--- src/rtl/mirror_regfile_pkg.sv ---
package mirror_regfile_pkg;

    localparam int unsigned DATA_W   = 16;
    localparam int unsigned NUM_REGS = 8;
    localparam int unsigned ADDR_W   = $clog2(NUM_REGS);

    typedef logic [DATA_W-1:0] word_t;
    typedef logic [ADDR_W-1:0] addr_t;
    typedef logic [NUM_REGS-1:0] sel_t;

    // Broadcast write request delivered identically to every copy
    typedef struct packed {
        logic  clear;
        sel_t  sel;
        word_t data;
    } wr_req_t;

    function automatic sel_t decode_addr(input addr_t a);
        sel_t s;
        s = '0;
        s[a] = 1'b1;
        return s;
    endfunction

endpackage

--- src/rtl/mirror_wr_ctrl.sv ---
module mirror_wr_ctrl
    import mirror_regfile_pkg::*;
(
    input  logic    rst,
    input  logic    wr_en,
    input  addr_t   wr_addr,
    input  word_t   wr_data,
    output wr_req_t req
);

    always_comb begin
        req.clear = rst;
        req.sel   = (wr_en && !rst) ? decode_addr(wr_addr) : '0;
        req.data  = wr_data;
    end

endmodule

--- src/rtl/mirror_bank.sv ---
module mirror_bank
    import mirror_regfile_pkg::*;
(
    input  logic    clk,
    input  wr_req_t req,
    input  addr_t   rd_addr,
    output word_t   rd_data
);

    word_t store [NUM_REGS];

    for (genvar i = 0; i < NUM_REGS; i++) begin : g_reg
        always_ff @(posedge clk) begin
            if (req.clear) begin
                store[i] <= '0;
            end else if (req.sel[i]) begin
                store[i] <= req.data;
            end
        end
    end

    assign rd_data = store[rd_addr];

endmodule

--- src/rtl/mirror_regfile.sv ---
module mirror_regfile
    import mirror_regfile_pkg::*;
(
    input  logic                clk,
    input  logic                rst,
    input  logic [ADDR_W-1:0]   rd_addr_a,
    output logic [DATA_W-1:0]   rd_data_a,
    input  logic [ADDR_W-1:0]   rd_addr_b,
    output logic [DATA_W-1:0]   rd_data_b,
    input  logic                wr_en,
    input  logic [ADDR_W-1:0]   wr_addr,
    input  logic [DATA_W-1:0]   wr_data
);

    localparam int unsigned NUM_PORTS = 2;

    wr_req_t req;
    addr_t   rd_addr [NUM_PORTS];
    word_t   rd_data [NUM_PORTS];

    assign rd_addr[0] = rd_addr_a;
    assign rd_addr[1] = rd_addr_b;
    assign rd_data_a  = rd_data[0];
    assign rd_data_b  = rd_data[1];

    mirror_wr_ctrl u_wr_ctrl (
        .rst     (rst),
        .wr_en   (wr_en),
        .wr_addr (wr_addr),
        .wr_data (wr_data),
        .req     (req)
    );

    // One private copy of the storage per read port
    for (genvar p = 0; p < NUM_PORTS; p++) begin : g_copy
        mirror_bank u_bank (
            .clk     (clk),
            .req     (req),
            .rd_addr (rd_addr[p]),
            .rd_data (rd_data[p])
        );
    end

    // Assertions
    logic past_valid = 1'b0;
    always_ff @(posedge clk) past_valid <= 1'b1;

    assert_reset_clears_R4: assert property (@(posedge clk) disable iff (!past_valid)
        $past(rst) |-> (rd_data_a == '0 && rd_data_b == '0));

    assert_write_lands_a_R2: assert property (@(posedge clk) disable iff (rst || !past_valid)
        ($past(wr_en) && !$past(rst) && rd_addr_a == $past(wr_addr)) |-> rd_data_a == $past(wr_data));

    assert_write_lands_b_R2: assert property (@(posedge clk) disable iff (rst || !past_valid)
        ($past(wr_en) && !$past(rst) && rd_addr_b == $past(wr_addr)) |-> rd_data_b == $past(wr_data));

    assert_idle_holds_R3: assert property (@(posedge clk) disable iff (rst || !past_valid)
        (!$past(wr_en) && !$past(rst) && $stable(rd_addr_a) && $stable(rd_addr_b))
        |-> ($stable(rd_data_a) && $stable(rd_data_b)));

    assert_copies_agree_R7: assert property (@(posedge clk) disable iff (rst || !past_valid)
        (rd_addr_a == rd_addr_b) |-> (rd_data_a == rd_data_b));

endmodule

--- config.mk ---
export PLATFORM = sky130hd
export DESIGN_NAME = mirror_regfile
export DESIGN_NICKNAME = d
export VERILOG_FILES = /design/src/rtl/mirror_regfile_pkg.sv /design/src/rtl/mirror_wr_ctrl.sv /design/src/rtl/mirror_bank.sv /design/src/rtl/mirror_regfile.sv
export SDC_FILE = /design/constraint.sdc
export NUM_CORES = 1
export LEC_CHECK = 0
export ABC_CLOCK_PERIOD_IN_PS = 1700
export BUFFER_PORTS_ARGS = -buffer_cell sky130_fd_sc_hd__buf_2
export CAP_MARGIN = 30
export CORE_AREA = 2 2 156 127
export DETAILED_ROUTE_END_ITERATION = 16
export DIE_AREA = 0 0 158 129
export PLACE_DENSITY_LB_ADDON = 0.25
export SETUP_SLACK_MARGIN = 0.15
export SYNTH_ARGS = -nofsm -noshare
export SYNTH_HDL_FRONTEND = slang
export SYNTH_HIERARCHICAL = 1
export SYNTH_SLANG_ARGS = --single-unit
export TNS_END_PERCENT = 5
--- constraint.sdc ---
create_clock -name clk -period 1.7 [get_ports clk]
set_input_delay 0.085 -clock clk [delete_from_list [all_inputs] [get_ports clk]]
set_output_delay 0.085 -clock clk [all_outputs]
set_load 0.005 [all_outputs]
==> results of run 1 <==
-- worst paths after layout --
path                                                    from                                          to  slack, ns
hold / removal                                    wr_data[8]  g_copy[0].u_bank/store[4][8]$_SDFFCE_PN0P_       0.03
setup / recovery  g_copy[0].u_bank/store[4][6]$_SDFFCE_PN0P_                                rd_data_a[6]      -0.21
-- kinds of logic after synthesis --
group	after synthesis
buf+inv	53
flops	256
mux	96
simple gates	301
-- report_power, final --
part / total (mW) / internal [mW] / switching, mW
Clock: 4.82 / 2.67 / 2.16
Combinational: 1.31 / 0.702 / 0.609
Sequential: 7.43 / 7.32 / 0.114
-- per-stage QoR --
step           total power, mW  area (sq um)
6_report                 13.56         13510
5_1_grt                  13.97         13510
3_5_place_dp             8.698         12820
2_1_floorplan            8.182         11900
3_3_place_gp             8.636         12820
4_1_cts                  13.61         13490
-- routing by layer --
| metal | up-vias | track usage | share of wire |
|---|---|---|---|
| met1 | 3312 | 0.3863 | 0.41 |
| met4 | 2 | 0.06518 | 0.017 |
| met5 | - | 0 | 0.00054 |
| met2 | 279 | 0.4312 | 0.49 |
| li1 | 2739 | - | - |
| met3 | 41 | 0.04513 | 0.075 |
-- what timing repair did --
action                     4_1_cts  5_1_grt
resized for setup               80        9
pin swaps                        0        0
setup endpoints to repair       32       32
-- Yosys cell counts, drive strengths merged --
cell / n
mux2: 32
clkbuf: 21
edfxtp: 256
and2: 256
nor3: 2
or2: 16
nand2: 1
or3b: 1
mux4: 64
nor2: 6
buf: 32
nand3b: 1
nand2b: 2
nor2b: 16
-- area by class of cell --
class	instances	area [sq um]	share of cell area
repair buffers	101	1042	0.07712
flip-flops and latches	256	7687	0.5688
diodes	3	7.507	0.0005555
clock buffers	32	651.9	0.04824
well taps	258	322.8	0.02389
clock inverters	9	36.28	0.002685
multi-input cells	397	3766	0.2787
==> qor.txt, run 1 <==
status = complete, but fails checks
failing checks = negative setup slack
core box area = 18810 sq um
post-route insts no fill = 1056
fin util = 0.7186
vias in the first global route = 6541
antenna violations before repair = 3
share of layout cells above drive strength 1 = 0.2981
Layout Nets = 808
Antenna Violating Nets Remaining = 0
post-synthesis simple-gate area fraction = 0.1575
sequential area share after synthesis = 0.6461
fmax = 0.5238 GHz
detailed-route DRC error count = 0
Die Span X = 158 um
GR Overflow Total = 0
Syn Inst Count = 706
Crit Path Max Fanout = 1
RSZ-0062 raised after global routing = yes
Total GRT Usage = 0.2661
cell count after placement = 1012
vias per cell = 6.035
Syn Area/Cell = 16.85 sq um
Synth Area in XOR/XNOR = 0
Period minus WS final = 1.909 ns
Final HPWL DP = 15500 um
CP Depth = 3
CP max-delay cell = mux4_2
Regs by FF count = g_copy.u_bank/store x256
maximum root-to-sink buffer count = 3
initial drt markers = 566
fillers = 1243
number of hold buffers added after CTS = 0
DR WL/cell = 24.60 um
Seq cells post-synth = 256
max-slew violation count = 0
relative max-transition margin = 0.6259
slew at the pin with the worst max-slew slack = 0.5612 ns
crit path capture type = output pin
die area = 20380 sq um
total negative slack = -5.190 ns
Crit path max-delay family = multiplexers
Crit path buffers/inverters = 1
worst hold stages = 2
Worst-path clk slew = 0.06 ns
DRT Wirelength = 25980 um
Root Buffer = clkbuf_16
area growth from synthesis to layout = 13.58%
fin crit share = 1.123
yosys synthesis warning count = 6
Boundary Pins = 60
CP Data Required Time = 1.62 ns
final hold slack = 0.03338 ns
Max-cap violations = 0
P_leak = 4.905 nW
Largest Register = g_copy.u_bank/store
# port buffers = 59
HP Class = in2reg
CP Launch Type = flip-flop
die height = 129 um
CTS Buf Count = 24
Setup Viol. Count Final = 32
max incr delay on CP = 0.49 ns
row count = 45
DRT Pass-1 Iters = 5
post-synth top area share = 0.6461
Post-CTS Setup Bufs = 0
H-Tree Depth = 1
TritonCTS Sinks = 256
Adder-Cell Fraction of Synth Area = 0
final hold violation count = 0
count of different cell masters after synthesis = 19
setup slack after layout = -0.2092 ns
Place WS = 0.1097 ns
worst vdd ir = 0.7577 mV
initial core utilization = 0.6327
first-pass GRT wire length = 39000 um
mux cell area share after synthesis = 0.1691
Yosys top cell by area = edfxtp_1
GPL Wtd Cong = 0.7941
Mapped Area = 11900 sq um
CTS tree = built
CP arrival = 1.82 ns
Synth Area in Compound Gates = 0
kind of critical path = reg2out
largest net degree at the start of global routing = 33
critical-path cell list = mux4_2 > mux2_2 > buf_2
Synth area leaders = edfxtp_1, and2_1, mux4_1
max FFs per register = 256
Pwr Density = 1004 nW/um^2
Syn Nets = 734
DR vias = 6373
largest family of logic cells by synthesized area = multiplexers
most frequent cells in the layout = and2_1, edfxtp_1, mux4_2
No activity file was read; power rests on OpenSTA's default activity.
==> inputs of run 2 (changes only) <==
CORE_AREA = 2 2 180 111   (was 2 2 156 127)
DIE_AREA = 0 0 182 113   (was 0 0 158 129)
==> qor.txt, run 2 (synthesized netlist as in run 1, its figures left out) <==
Setup Viol. Count Final = 32 (unchanged)
Multi-input gate area = 3785 sq um (was 3766 sq um)
Final HPWL DP = 16000 um (was 15500 um)
kind of critical path = reg2out (unchanged)
CTS Buf Count = 24 (unchanged)
Regs by FF count = g_copy.u_bank/store x256 (unchanged)
relative max-transition margin = 0.6003 (was 0.6259)
maximum root-to-sink buffer count = 3 (unchanged)
area growth from synthesis to layout = 12.96% (was 13.58%)
DR vias = 6428 (was 6373)
# port buffers = 59 (unchanged)
final hold slack = 0.04727 ns (was 0.03338 ns)
final hold violation count = 0 (unchanged)
H-Tree Depth = 1 (unchanged)
die height = 113 um (was 129 um)
CP Launch Type = flip-flop (unchanged)
failing checks = negative setup slack (unchanged)
slew at the pin with the worst max-slew slack = 0.5996 ns (was 0.5612 ns)
vias in the first global route = 6531 (was 6541)
max FFs per register = 256 (unchanged)
Critical Path End = rd_data_a[1] (was rd_data_a[6])
Root Buffer = clkbuf_16 (unchanged)
CTS tree = built (unchanged)
Largest Register = g_copy.u_bank/store (unchanged)
Crit Path Max Fanout = 1 (unchanged)
Period minus WS final = 1.951 ns (was 1.909 ns)
share of layout cells above drive strength 1 = 0.2904 (was 0.2981)
P_leak = 4.904 nW (was 4.905 nW)
RSZ-0062 raised after global routing = yes (unchanged)
detailed-route DRC error count = 0 (unchanged)
die area = 20570 sq um (was 20380 sq um)
largest net degree at the start of global routing = 33 (unchanged)
setup slack after layout = -0.2512 ns (was -0.2092 ns)
most frequent cells in the layout = and2_1, edfxtp_1, mux4_2 (unchanged)
fillers = 1207 (was 1243)
Boundary Pins = 60 (unchanged)
Worst Hold Launch = wr_data[15] (was wr_data[8])
worst vdd ir = 0.6945 mV (was 0.7577 mV)
max-slew violation count = 0 (unchanged)
vias per cell = 6.193 (was 6.035)
row count = 39 (was 45)
Layout Nets = 806 (was 808)
Pwr Density = 1034 nW/um^2 (was 1004 nW/um^2)
crit path capture type = output pin (unchanged)
fmax = 0.5125 GHz (was 0.5238 GHz)
number of hold buffers added after CTS = 0 (unchanged)
Post-CTS Setup Bufs = 0 (unchanged)
CP arrival = 1.87 ns (was 1.82 ns)
antenna violations before repair = 1 (was 3)
CP Data Required Time = 1.62 ns (about the same)
GPL Wtd Cong = 0.7997 (was 0.7941)
DRT Wirelength = 26190 um (was 25980 um)
initial core utilization = 0.6317 (was 0.6327)
Antenna Violating Nets Remaining = 0 (unchanged)
antenna diode count = 0 (was 3)
first-pass GRT wire length = 39940 um (was 39000 um)
FF+latch area = 7687 sq um (unchanged)
Worst-path clk slew = 0.06 ns (about the same)
core box area = 18840 sq um (was 18810 sq um)
Total GRT Usage = 0.2645 (was 0.2661)
HP Class = in2reg (unchanged)
status = complete, but fails checks (unchanged)
total negative slack = -5.410 ns (was -5.190 ns)
Max-cap violations = 0 (unchanged)
TritonCTS Sinks = 256 (unchanged)
GR Overflow Total = 0 (unchanged)
Die Span X = 182 um (was 158 um)
fin crit share = 1.148 (was 1.123)
critical path startpoint = g_copy[0].u_bank/store[5][1]$_SDFFCE_PN0P_ (was g_copy[0].u_bank/store[4][6]$_SDFFCE_PN0P_)
initial drt markers = 860 (was 566)
DRT Pass-1 Iters = 5 (unchanged)
DR WL/cell = 25.23 um (was 24.60 um)
## run 2: area by class of cell
class / count / share of cell area
clock buffer: 32 / 0.04850
clock inverter: 8 / 0.006144
multi-input combinational: 397 / 0.2816
sequential: 256 / 0.5719
tap: 246 / 0.02290
timing repair buffer: 99 / 0.06898
## run 2: worst min-delay path by stage
stage	endpoint	slack, ns	cells past startpoint
finish	g_copy[1].u_bank/store[4][15]$_SDFFCE_PN0P_	0.05	2
detailed placement	g_copy[0].u_bank/store[0][15]$_SDFFCE_PN0P_	0.56	2
floorplan	rd_data_a[0]	0.42	2
global route	g_copy[1].u_bank/store[5][6]$_SDFFCE_PN0P_	0.05	2
global placement	g_copy[1].u_bank/store[1][15]$_SDFFCE_PN0P_	0.54	2
CTS	g_copy[0].u_bank/store[7][15]$_SDFFCE_PN0P_	0.04	2
## run 2: what timing repair did
item	4_1_cts	5_1_grt
gates resized for setup	67	17
endpoints found under the setup margin	32	32
cloned	0	0
## run 2: where the power goes
| group | leakage, nW | total [mW] | switching [mW] | internal [mW] |
|---|---|---|---|---|
| Combinational | 2.10 | 1.28 | 0.605 | 0.677 |
| Clock | 0.354 | 5.18 | 2.21 | 2.97 |
| Sequential | 2.45 | 7.44 | 0.122 | 7.32 |
## run 2: through the flow
step                utilization  instance area, sq um  power [mW]  worst slack [ns]  instances
floorplan                     -                 11900       8.182            0.3164        706
global placement         0.6737                 12690       8.626            0.1203        998
detailed placement       0.6737                 12690       8.676           0.07888        998
CTS                      0.7105                 13380       13.89           -0.2559       1038
global route             0.7136                 13440       14.32           -0.2785       1038
finish                   0.7136                 13440       13.90           -0.2512       1038
## run 2: layer usage
layer  vias up  share of wire  global-route usage
met3        32           0.11             0.05246
met2       382           0.45              0.3954
li1       2744              -                   -
met4         2         0.0091             0.05323
met5         -        0.00042                   0
met1      3268           0.43              0.4137
## run 2: worst max-delay path, stage by stage (launching register included)
cell and delay, ns:
edfxtp_1 0.43, mux4_2 0.50, mux2_4 0.30, buf_6 0.12
